`config.mk`:
```
export PLATFORM = sky130hd
export DESIGN_NAME = dn_div_stage
export DESIGN_NICKNAME = d
export VERILOG_FILES = /design/src/rtl/dn_div_pkg.sv /design/src/rtl/dn_div_edge_sync.sv /design/src/rtl/dn_div_evt.sv /design/src/rtl/dn_div_core.sv /design/src/rtl/dn_div_zero.sv /design/src/rtl/dn_div_stage.sv
export SDC_FILE = /design/constraint.sdc
export NUM_CORES = 1
export LEC_CHECK = 0
export ABC_AREA = 1
export BUFFER_PORTS_ARGS = -buffer_cell sky130_fd_sc_hd__buf_4
export CORE_AREA = 3 3 40 42
export CTS_CLUSTER_SIZE = 40
export DETAILED_ROUTE_END_ITERATION = 16
export DIE_AREA = 0 0 43 45
export PLACE_DENSITY = 0.65
export REMOVE_ABC_BUFFERS = 1
export SLEW_MARGIN = 40
export SYNTH_ARGS = -nofsm -noshare
export SYNTH_HDL_FRONTEND = slang
export SYNTH_SLANG_ARGS = --single-unit
```
`constraint.sdc`:
```
create_clock -name clk -period 0.9 [get_ports clk]
set_input_delay 0.045 -clock clk [delete_from_list [all_inputs] [get_ports clk]]
set_output_delay 0.045 -clock clk [all_outputs]
set_load 0.02 [all_outputs]
```
`src/rtl/dn_div_pkg.sv`:
```
package dn_div_pkg;

    localparam int CNT_W_DEF      = 4;
    localparam int SYNC_DEPTH_DEF = 2;

    // synchronized level of one asynchronous input, plus its value one cycle earlier
    typedef struct packed {
        logic now;
        logic prev;
    } samp_t;

    typedef enum logic [1:0] {
        ACT_HOLD = 2'd0,
        ACT_DEC  = 2'd1,
        ACT_LOAD = 2'd2
    } cnt_act_e;

    // load wins over a count event
    function automatic cnt_act_e pick_action(input logic load, input logic evt);
        if (load)
            return ACT_LOAD;
        else if (evt)
            return ACT_DEC;
        else
            return ACT_HOLD;
    endfunction

    function automatic logic is_rise(input samp_t s);
        return s.now & ~s.prev;
    endfunction

    function automatic logic is_fall(input samp_t s);
        return ~s.now & s.prev;
    endfunction

endpackage

```
`src/rtl/dn_div_edge_sync.sv`:
```
module dn_div_edge_sync #(
    parameter int DEPTH = dn_div_pkg::SYNC_DEPTH_DEF
) (
    input  logic                clk,
    input  logic                rst,
    input  logic                din,
    output dn_div_pkg::samp_t   samp_o
);
    logic [DEPTH-1:0] chain_q;
    logic             prev_q;

    for (genvar i = 0; i < DEPTH; i++) begin : g_stage
        if (i == 0) begin : g_first
            always_ff @(posedge clk) begin
                if (rst) chain_q[i] <= 1'b0;
                else     chain_q[i] <= din;
            end
        end else begin : g_next
            always_ff @(posedge clk) begin
                if (rst) chain_q[i] <= 1'b0;
                else     chain_q[i] <= chain_q[i-1];
            end
        end
    end

    always_ff @(posedge clk) begin
        if (rst) prev_q <= 1'b0;
        else     prev_q <= chain_q[DEPTH-1];
    end

    assign samp_o.now  = chain_q[DEPTH-1];
    assign samp_o.prev = prev_q;

endmodule

```
`src/rtl/dn_div_evt.sv`:
```
module dn_div_evt
    import dn_div_pkg::*;
(
    input  samp_t tick_s,
    input  samp_t inh_s,
    output logic  evt
);
    logic tick_ok;
    logic inh_edge;

    always_comb begin
        // count-clock rise only counts while inhibit is low
        tick_ok  = is_rise(tick_s) & ~inh_s.now;
        inh_edge = is_fall(inh_s);
        // OR-merge: coincident edges give one step
        evt      = tick_ok | inh_edge;
    end

endmodule

```
`src/rtl/dn_div_core.sv`:
```
module dn_div_core
    import dn_div_pkg::*;
#(
    parameter int W = CNT_W_DEF
) (
    input  logic         clk,
    input  logic         rst,
    input  logic         load,
    input  logic [W-1:0] preset,
    input  logic         evt,
    output logic [W-1:0] count
);
    localparam logic [W-1:0] STEP = W'(1);

    cnt_act_e     act;
    logic [W-1:0] cnt_q;
    logic [W-1:0] cnt_d;

    always_comb begin
        act = pick_action(load, evt);
        unique case (act)
            ACT_LOAD: cnt_d = preset;
            ACT_DEC:  cnt_d = cnt_q - STEP;
            default:  cnt_d = cnt_q;
        endcase
    end

    always_ff @(posedge clk) begin
        if (rst) cnt_q <= '0;
        else     cnt_q <= cnt_d;
    end

    assign count = cnt_q;

endmodule

```
`src/rtl/dn_div_zero.sv`:
```
module dn_div_zero #(
    parameter int W = dn_div_pkg::CNT_W_DEF
) (
    input  logic [W-1:0] count,
    input  logic         cascade_fb,
    output logic         zero
);
    logic all_clear;

    always_comb begin
        all_clear = ~(|count);
        zero      = all_clear & cascade_fb;
    end

endmodule

```
`src/rtl/dn_div_stage.sv`:
```
module dn_div_stage
    import dn_div_pkg::*;
#(
    parameter int W          = CNT_W_DEF,
    parameter int SYNC_DEPTH = SYNC_DEPTH_DEF
) (
    input  logic         clk,
    input  logic         rst,
    input  logic         tick_in,
    input  logic         inhibit,
    input  logic [W-1:0] preset,
    input  logic         load_en,
    input  logic         cascade_fb,
    output logic [W-1:0] count,
    output logic         zero
);
    localparam int N_ASYNC = 2;
    localparam int IDX_TICK = 0;
    localparam int IDX_INH  = 1;

    logic [N_ASYNC-1:0] raw_in;
    samp_t              samp [N_ASYNC];
    logic               count_evt;

    assign raw_in[IDX_TICK] = tick_in;
    assign raw_in[IDX_INH]  = inhibit;

    for (genvar k = 0; k < N_ASYNC; k++) begin : g_sync
        dn_div_edge_sync #(.DEPTH(SYNC_DEPTH)) u_sync (
            .clk    (clk),
            .rst    (rst),
            .din    (raw_in[k]),
            .samp_o (samp[k])
        );
    end

    dn_div_evt u_evt (
        .tick_s (samp[IDX_TICK]),
        .inh_s  (samp[IDX_INH]),
        .evt    (count_evt)
    );

    dn_div_core #(.W(W)) u_core (
        .clk    (clk),
        .rst    (rst),
        .load   (load_en),
        .preset (preset),
        .evt    (count_evt),
        .count  (count)
    );

    dn_div_zero #(.W(W)) u_zero (
        .count      (count),
        .cascade_fb (cascade_fb),
        .zero       (zero)
    );

endmodule

```
; Word level (Yosys, flattened, before mapping)
; Index checks and enable logic that the tools add are counted.
[word_totals]
elab_cells = 23
in_bits = 10
out_inout_bits = 5
register_bits = 10
[op_classes]
n_mux = 3
eq_ne = 2
addsub = 1
bitwise_logic = 8
n_reduce_logical = 2
[op_table]
columns = op, count
row1 = 4-bit case mux with 2 select lines, 1
row2 = 1-bit bitwise AND, 4
row3 = 4-bit OR reduction, 1
row4 = 4-bit by 1-bit subtractor with 4-bit output (second input constant), 1
row5 = 1-bit NOT, 3
row6 = 2-bit by 1-bit == test with 1-bit output (second input constant), 1
row7 = 2-bit == test (second input constant), 1
row8 = 2-bit 2-to-1 mux, 1
row9 = 2-bit nonzero test, 1
row10 = 1-bit 2-to-1 mux, 1
row11 = 1-bit OR, 1

; Depth between registers and ports, before layout
; Gate-level depths: netlist of the first run.
[depth]
depth_word = 8
depth_mapped = 9
ltp_nobuf = 9

; Cells and area by module
; A second synthesis of the first run with hierarchy kept.
[hier_totals]
hier_cells = 67
area_unflattened_um2 = 474.2
[by_module_without_submodules]
columns = mod, cells_each, seq_area_each_um2, area_each_um2, n_inst
row1 = dn_div_core, 34, 80.1, 231.5, 1
row2 = dn_div_edge_sync, 11, 60.1, 97.6, 2
row3 = dn_div_evt, 5, 0.0, 25.0, 1
row4 = dn_div_zero, 6, 0.0, 22.5, 1

; Worst setup path after synthesis of the first run
; Ideal clock, no wire load.
[synth_path]
kind = reg-to-reg
start = register u_core.cnt_q[0], in the netlist u_core.count[0]
end = register u_core.cnt_q[2], in the netlist u_core.count[2]
slack_ns = -0.324
setup_ns = 0.109
path_stages_with_launch = 8
required_time_ns = 0.791
path_buffers = 0
arrival_ns = 1.115
period_less_slack_ns = 1.224
cell_sequence = dfxtp_1 -> inv_1 -> ha_1 -> xor2_1 -> nand2_1 -> nand3_1 -> nand2_1 -> inv_1
[synth_via]
elab_chain_cells = 2
[synth_rtl]
columns = element, line_no
row1 = start: declaration, dn_div_core.sv:16  ; logic [W-1:0] cnt_q;
row2 = start signal: assignment, dn_div_core.sv:30  ; else cnt_q <= cnt_d;
row3 = 4-bit by 1-bit subtractor with 4-bit output, dn_div_core.sv:23  ; ACT_DEC: cnt_d = cnt_q - STEP;
row4 = 4-bit case mux with 2 select lines, dn_div_core.sv:21  ; unique case (act)
; No other way between the ends.
; A chain may end at the register's enable or synchronous reset.

; Final worst setup path of the first run
[layout_path]
start = register u_core.cnt_q[1], in the netlist u_core.count[1]
end = output zero
[layout_via]
elab_chain_cells = 3
[layout_rtl]
columns = element, line_no
row1 = 4-bit OR reduction, dn_div_zero.sv:11  ; all_clear = ~(|count);
row2 = 1-bit NOT, dn_div_zero.sv:11
row3 = 1-bit bitwise AND, dn_div_zero.sv:12  ; zero = all_clear & cascade_fb;
row4 = end: declaration, dn_div_stage.sv:15  ; output logic zero
; No other way between the ends.

==> impl_metrics.json, run 1 <==
{
  "status": "complete, but fails checks",
  "violations": "negative setup slack",
  "end_kind": "output port",
  "stdcell_area_um2": 786,
  "ys_seq_area_frac": 0.434,
  "finalCritPeriodShare": 1.27,
  "cts.sinks": 10,
  "synth.cell_area_um2": 462,
  "fill_cells": 119,
  "cts_max_level": 1,
  "num_io_pins": 15,
  "yosysMostFrequentCell": "nand2_1",
  "routed_wl_um": 1030,
  "place_ws_ns": -0.196,
  "fmax_mhz": 877,
  "critPathMaxStageDelay_ns": 0.33,
  "hpwl_um": 714,
  "finalSetupViolCount": 6,
  "crit_buf_inv": 2,
  "post_dp_cell_area_um2": 623,
  "nets": 109,
  "netlist-cell-type-count": 13,
  "grt_pass1_wl_um": 1670,
  "die_area_um2": 1940,
  "routedWlPerCell_um": 9.37,
  "hold_class": "in2reg",
  "crit_slowest_cell": "dfxtp_2",
  "arrival_ns": 1.09,
  "port_buffers": 14,
  "p_sw_frac": 0.270,
  "drive_above_1_share": 0.463,
  "final_util": 0.611,
  "antenna_cells": 0,
  "drtPass1Iterations": 4,
  "synth.area.top_cells": "dfxtp_1 (43%), nand2_1 (15%), inv_1 (11%)",
  "cts_tree": "done",
  "synth-async-reset-ratio": 0,
  "start_util": 0.359,
  "cp_cell_sequence": "inv_4 -> ha_4 -> nand2_2 -> nor3_2 -> buf_4",
  "synth-seq-cells": 10,
  "die_w_um": 43,
  "row_count": 13,
  "worst_pin_slew_ns": 0.131,
  "finalMaxSlewViolations": 0,
  "crit_family": "flip-flops",
  "power_frac_clock": 0.271,
  "seq_power_share": 0.458,
  "ir_drop_uv": 733,
  "area_delta_synth_final_pct": 70.2,
  "cp.required_ns": 0.85,
  "worstSetupPathType": "reg2out",
  "drtAntennaViolNets": 0,
  "cts-root-buf": "clkbuf_4",
  "path_max_fanout": 2,
  "via_per_inst": 4.38,
  "intPower_uw": 776,
  "syn-instance-count": 67,
  "clock_latency_ns": 0.26,
  "start_kind": "flop",
  "drc": 0,
  "antenna_found_initial": 0,
  "yosys_warnings": 0,
  "finalClockSkew_ns": 0.00113,
  "dieHeight_um": 45,
  "clk_pin_slew_ns": 0.06,
  "power.switching_uw": 286,
  "grt_usage": 0.122,
  "hold_viol_final": 0,
  "rsz0062_at_grt": "true",
  "overflow": 0,
  "clock_path_buffers": 2,
  "first_iter_violations": 3,
  "vias": 482,
  "power.leakage_uw": 0.000406,
  "synth_edf_count": 0,
  "period_needed_ns": 1.14,
  "max-slew-margin-rel": 0.912,
  "power_density_nw_per_um2": 1350,
  "grt_max_degree": 8,
  "hold-worst-slack_ns": 0.0969,
  "gp_congestion": 0.746,
  "ys.flop_type": "dfxtp_1",
  "yosys.area.top_type": "dfxtp_1",
  "avgSynthCellArea_um2": 6.89,
  "cts_made_buffers": 3,
  "maxCapViolations": 0,
  "yosysTopAreaCellShare": 0.434,
  "worst_slack_ns": -0.240,
  "tns_ns": -0.850,
  "synth_common_cells": "nand2_1 (18), inv_1 (13), dfxtp_1 (10), nand3_1 (8), nor2_1 (7)",
  "combPwrFrac": 0.271,
  "grt_pass1_vias": 422,
  "coreArea_um2": 1280
}
per-layer routing:
metal,wire length (um),GRT usage,vias up
li1,-,-,253
met1,386,0.109,206
met2,541,0.228,18
met4,28,0.0904,0
met3,74,0.0398,5
met5,0,0,-
through the flow:
stage,std cells,total power [uW]
2_1_floorplan,67,600
3_3_place_gp,101,700
3_5_place_dp,101,703
4_1_cts,110,1050
5_1_grt,110,1130
6_report,110,1060
tightest hold or removal path: stages:
cell	delay, ns
buf_4	0.08
nand2_1	0.04
nand3_1	0.07
nand2_1	0.05
inv_1	0.04
power by group through the flow:
stage               registers, uW  logic (uW)  clock network, uW
floorplan                     505        94.6                  0
global placement              490         211                  0
detailed placement            491         212                  0
CTS                           483         261                306
global route                  488         318                321
finish                        486         288                288
cells in the final DEF, fill, tap and decap left out, drive strengths merged:
master        n
clkbuf        3
nand3b        1
dlygate4sd3   3
buf          22
nor2          8
dfxtp        10
xor2          1
ha            2
nand3         8
clkinv        1
inv          16
nor3          1
nand2        19
final cells by class:
cell class	instances	area, um2	share of cell area
Timing Repair Buffer	25	218	0.277
Clock buffer	3	22.5	0.0287
Multi-Input combinational cell	40	250	0.318
Tap cell	15	18.8	0.0239
Sequential cell	10	208	0.264
Inverter	17	68.8	0.0876
path summary, 6_finish.rpt:
| kind | endpoint | cells past startpoint | slack [ns] | from |
|---|---|---|---|---|
| hold reg to reg | g_sync[0].u_sync.samp_o[1] | 2 | 0.41 | g_sync[0].u_sync.chain_q[0] |
| hold / removal | u_core.count[0] | 5 | 0.1 | preset[0] |
| setup reg to reg | u_core.count[2] | 8 | -0.21 | u_core.count[0] |
| setup / recovery | zero | 5 | -0.24 | u_core.count[1] |
cells by family after synthesis:
logic type,Yosys count,synth area share
and+or+nand+nor,37,0.355
buffers and inverters,17,0.138
DFF,10,0.434
adders and majority gates,2,0.0542
xor gates and xnor gates,1,0.0190
repair_timing:
action / 4_1_cts / 5_1_grt
pin swaps: 3 / 8
setup buffers: 3 / 0
resized for setup: 14 / 13
endpoints found under the setup margin: 7 / 8
hold endpoints to repair: 6 / 0
hold buffers: 3 / 0
state kept, by name, indices dropped and copies added (netlist names):
register	count
g_sync.u_sync.prev_q	2
g_sync.u_sync.chain_q	2
u_core.count	4
g_sync.u_sync.samp_o	2
No activity file was read; power rests on OpenSTA's default activity.
==> run 2: changes to the inputs <==
Settings changed: BUFFER_PORTS_ARGS -buffer_cell sky130_fd_sc_hd__buf_4 to -buffer_cell sky130_fd_sc_hd__buf_2.
==> run 2 against run 1 <==
Effect of this change: the run still ends with negative setup slack left; clock skew grew 0.0048 ns; die area unchanged; clock-buffer cell count is 1 higher; critical path depth unchanged; final area fell by 4.6%; first-iteration DRC count rose by 67%; sequential share of layout area increased by 1.4 points; setup slack gained 0.0088 ns; final cell count is 1.8% lower; utilization decreased by 2.8 points.
==> impl_metrics.json, run 2 (synthesis gave the netlist of run 1 again) <==
{
  "cp.required_ns": 0.85,
  "finalMaxSlewViolations": 0,
  "post_dp_cell_area_um2": 566,
  "via_per_inst": 4.38,
  "maxCapViolations": 0,
  "antenna_found_initial": 0,
  "cts_max_level": 1,
  "routedWlPerCell_um": 9.76,
  "reg2reg_depth": 8,
  "hold-worst-slack_ns": 0.0214,
  "coreArea_um2": 1280,
  "combPwrFrac": 0.227,
  "area_delta_synth_final_pct": 62.3,
  "worst_pin_slew_ns": 0.135,
  "endpoint": "zero",
  "antenna_cells": 0,
  "cts.sinks": 10,
  "period_needed_ns": 1.13,
  "num_io_pins": 15,
  "cts_made_buffers": 3,
  "dieHeight_um": 45,
  "rsz0062_at_grt": "true",
  "grt_pass1_wl_um": 1610,
  "timing.rr.end": "u_core.count[2]",
  "drc": 0,
  "first_iter_violations": 5,
  "vias": 473,
  "end_kind": "output port",
  "grt_max_degree": 8,
  "routed_wl_um": 1050,
  "row_count": 13,
  "final_util": 0.583,
  "path_max_fanout": 2,
  "start_util": 0.359,
  "worstSetupPathType": "reg2out",
  "hold_viol_final": 0,
  "r2r_slack_ns": -0.22,
  "stdcell_area_um2": 749,
  "drive_above_1_share": 0.452,
  "grt_usage": 0.115,
  "start_kind": "flop",
  "cts-root-buf": "clkbuf_4",
  "p_sw_frac": 0.271,
  "final_common_cell": "nand2_1",
  "intPower_uw": 847,
  "finalCritPeriodShare": 1.26,
  "gp_congestion": 0.752,
  "hold_class": "in2reg",
  "port_buffers": 14,
  "arrival_ns": 1.09,
  "drtPass1Iterations": 2,
  "power.switching_uw": 314,
  "finalSetupViolCount": 7,
  "r2r_start": "u_core.count[1]",
  "power_frac_clock": 0.357,
  "clk_pin_slew_ns": 0.08,
  "fmax_mhz": 884,
  "violations": "negative setup slack",
  "ir_drop_uv": 821,
  "grt_pass1_vias": 420,
  "critPathLaunch": "u_core.count[0]",
  "clock_path_buffers": 2,
  "power_density_nw_per_um2": 1550,
  "status": "complete, but fails checks",
  "finalClockSkew_ns": 0.00591,
  "hpwl_um": 724,
  "max-slew-margin-rel": 0.909,
  "die_w_um": 43,
  "die_area_um2": 1940,
  "power.leakage_uw": 0.000391,
  "final_cell_mix": "nand2_1 (16), inv_1 (11), buf_2 (10), nand3_1 (8), nor2_1 (6)",
  "cts_tree": "done",
  "nets": 106,
  "place_ws_ns": -0.189,
  "drtAntennaViolNets": 0,
  "seq_power_share": 0.416,
  "overflow": 0,
  "clock_latency_ns": 0.27,
  "worst_slack_ns": -0.231,
  "tns_ns": -0.714,
  "largest_reg_flops": 4
}
[run 2: critical path, stage by stage (launching register included)]
cell     delay (ns)
dfxtp_2        0.32
inv_2          0.08
ha_4           0.13
nand2_2        0.04
nor3_2         0.09
buf_4          0.16
[run 2: worst min path at each step]
| stage | cells after the start | from | slack [ns] | to |
|---|---|---|---|---|
| after floorplan | 1 | rst | 0.12 | g_sync[0].u_sync.chain_q[0] |
| after global placement | 3 | tick_in | 0.25 | g_sync[0].u_sync.chain_q[0] |
| after detailed placement | 3 | inhibit | 0.25 | g_sync[1].u_sync.chain_q[0] |
| after CTS | 2 | rst | 0.01 | g_sync[1].u_sync.samp_o[1] |
| after global routing | 2 | rst | 0.02 | g_sync[0].u_sync.samp_o[1] |
| final | 2 | rst | 0.02 | g_sync[1].u_sync.samp_o[1] |
[run 2: power groups by stage]
stage / sequential, uW / clock [uW] / combinational [uW]
3_5_place_dp: 491 / 0 / 180
5_1_grt: 485 / 445 / 290
2_1_floorplan: 505 / 0 / 94.6
3_3_place_gp: 489 / 0 / 177
6_report: 483 / 415 / 264
4_1_cts: 484 / 426 / 239
[run 2: metal layers]
layer,GRT usage,wire length (um),up-vias
met5,0,0,-
met4,0.0361,0,0
met3,0.0598,85,0
met2,0.225,532,15
met1,0.100,436,210
li1,-,-,248
[run 2: metrics by stage]
stage	cells	power, uW
floorplan	67	600
global placement	98	666
detailed placement	98	671
CTS	107	1150
global route	108	1220
finish	108	1160
[run 2: final cells by class]
class	count	area, um2
Fill cell	130	536
Multi-Input combinational cell	40	245
Sequential cell	10	209
Timing Repair Buffer	22	176
Inverter	17	63.8
Clock buffer	4	36.3
Tap cell	15	18.8
[run 2: timing repair]
action,4_1_cts,5_1_grt
setup endpoints to repair,8,8
pin swaps,4,3
hold buffers,2,0
setup buffers,3,1
hold endpoints to repair,2,0
resized for setup,22,5
==> run 3: changes to the inputs <==
Settings changed: REMOVE_ABC_BUFFERS 1 to not set.
==> run 3 against run 2 <==
Effect of this change: the flow still finishes with violations (negative setup slack); utilization rose by 0.49 points; sequential cell count did not move; clock skew fell by 0.0036 ns; register-to-register slack barely moved; via count fell by 2.1%; routed wire length fell by 4.6%; critical path depth did not move; combinational power fell by 2%; largest power group unchanged; setup slack got worse by 0.0091 ns; clock power fell by 1%; global-route usage rose by 1.1 points; critical path type unchanged; worst hold slack got worse by 0.014 ns.
==> impl_metrics.json, run 3 (synthesis gave the netlist of run 1 again) <==
{
  "status": "complete, but fails checks",
  "violations": "negative setup slack",
  "critPathLaunch": "u_core.count[1]",
  "row_count": 13,
  "multi_input_area_um2": 253,
  "cts.sinks": 10,
  "timing.rr.end": "u_core.count[2]",
  "drtPass1Iterations": 4,
  "cts_tree": "done",
  "die_w_um": 43,
  "path_max_fanout": 2,
  "gp_congestion": 0.692,
  "grt_max_degree": 8,
  "start_util": 0.359,
  "finalMaxSlewViolations": 0,
  "reg2reg_depth": 8,
  "num_io_pins": 15,
  "post_dp_cell_area_um2": 616,
  "worst_slack_ns": -0.240,
  "overflow": 0,
  "clock_latency_ns": 0.27,
  "grt_usage": 0.125,
  "vias": 463,
  "r2r_slack_ns": -0.23,
  "stdcell_area_um2": 756,
  "worst_pin_slew_ns": 0.139,
  "whs_endpoint": "g_sync[0].u_sync.samp_o[1]",
  "via_per_inst": 4.29,
  "port_buffers": 14,
  "dieHeight_um": 45,
  "hold_viol_final": 0,
  "area_delta_synth_final_pct": 63.7,
  "cts-root-buf": "clkbuf_4",
  "fill_cells": 120,
  "nets": 106,
  "grt_pass1_wl_um": 1670,
  "power_density_nw_per_um2": 1520,
  "first_iter_violations": 2,
  "largest_reg_flops": 4,
  "antenna_cells": 0,
  "max-slew-margin-rel": 0.907,
  "r2r_start": "u_core.count[0]",
  "drive_above_1_share": 0.473,
  "drc": 0,
  "finalSetupViolCount": 8,
  "clk_pin_slew_ns": 0.07,
  "rsz0062_at_grt": "true",
  "finalClockSkew_ns": 0.00226,
  "die_area_um2": 1940,
  "syn-num-nets": 79,
  "clock_path_buffers": 2,
  "routed_wl_um": 1010,
  "fmax_mhz": 877,
  "cts_made_buffers": 3,
  "coreArea_um2": 1280,
  "whs_path_depth": 2,
  "grt_pass1_vias": 399,
  "final_cell_mix": "nand2_1 (15), inv_1 (11), buf_2 (9), nand3_1 (7), buf_4 (7)",
  "cts_max_level": 1,
  "hpwl_um": 730,
  "hold_class": "in2reg",
  "final_common_cell": "nand2_1",
  "end_kind": "output port",
  "maxCapViolations": 0,
  "arrival_ns": 1.10,
  "hold_path_startpoint": "rst",
  "finalCritPeriodShare": 1.27,
  "ir_drop_uv": 916,
  "cp.required_ns": 0.85,
  "period_needed_ns": 1.14,
  "regArea_um2": 214,
  "worstSetupPathType": "reg2out",
  "drtAntennaViolNets": 0,
  "power.leakage_uw": 0.000394,
  "tns_ns": -0.796,
  "antenna_found_initial": 0,
  "start_kind": "flop",
  "routedWlPerCell_um": 9.31
}
-- run 3: cell counts in the layout (fill, tap and decap cells not counted) --
Identical to the previous run, type by type.
-- run 3: through the flow --
stage	setup slack, ns	power, uW	utilization	hold WS, ns	instances
5_1_grt	-0.304	1220	0.588	0.00852	108
3_5_place_dp	-0.0953	692	0.479	0.255	98
3_3_place_gp	-0.0708	687	0.479	0.242	98
4_1_cts	-0.255	1170	0.574	0.00446	108
2_1_floorplan	-0.107	620	-	0.116	67
6_report	-0.240	1150	0.588	0.00697	108
-- run 3: routing by layer --
metal | wire (um) | up-vias | global-route usage
li1 | - | 247 | -
met1 | 412 | 200 | 0.138
met2 | 502 | 14 | 0.198
met3 | 82 | 2 | 0.0717
met4 | 8 | 0 | 0.0542
met5 | 0 | - | 0
-- run 3: power breakdown --
group	switching [uW]	internal (uW)
Clock	165	246
Combinational	129	130
Sequential	17.3	465
-- run 3: worst max-delay path by stage --
stage	end	slack, ns	cells past startpoint
2_1_floorplan	u_core.count[2]	-0.11	7
3_3_place_gp	u_core.count[2]	-0.07	7
3_5_place_dp	u_core.count[2]	-0.1	7
4_1_cts	zero	-0.26	5
5_1_grt	zero	-0.30	5
6_report	zero	-0.24	5
-- run 3: timing repair --
item / CTS / global route
buffers inserted: 4 / 0
gates cloned: 0 / 0
hold endpoints to repair: 2 / 0
endpoints found under the setup margin: 7 / 9
hold buffers: 2 / 0
pin swaps: 0 / 3
gates resized for setup: 12 / 5
-- run 3: area by class of cell --
type | instances | area share
tap | 15 | 0.0248
inverter | 17 | 0.0944
timing repair buffer | 22 | 0.215
multi-input combinational | 40 | 0.334
sequential | 10 | 0.283
clock buffer | 4 | 0.0480
-- run 3: critical path, cell delays in order, from the launching register on --
cell and delay [ns]:
dfxtp_4 0.35, inv_4 0.06, ha_4 0.12, nand2_2 0.05, nor3_2 0.09, buf_4 0.16
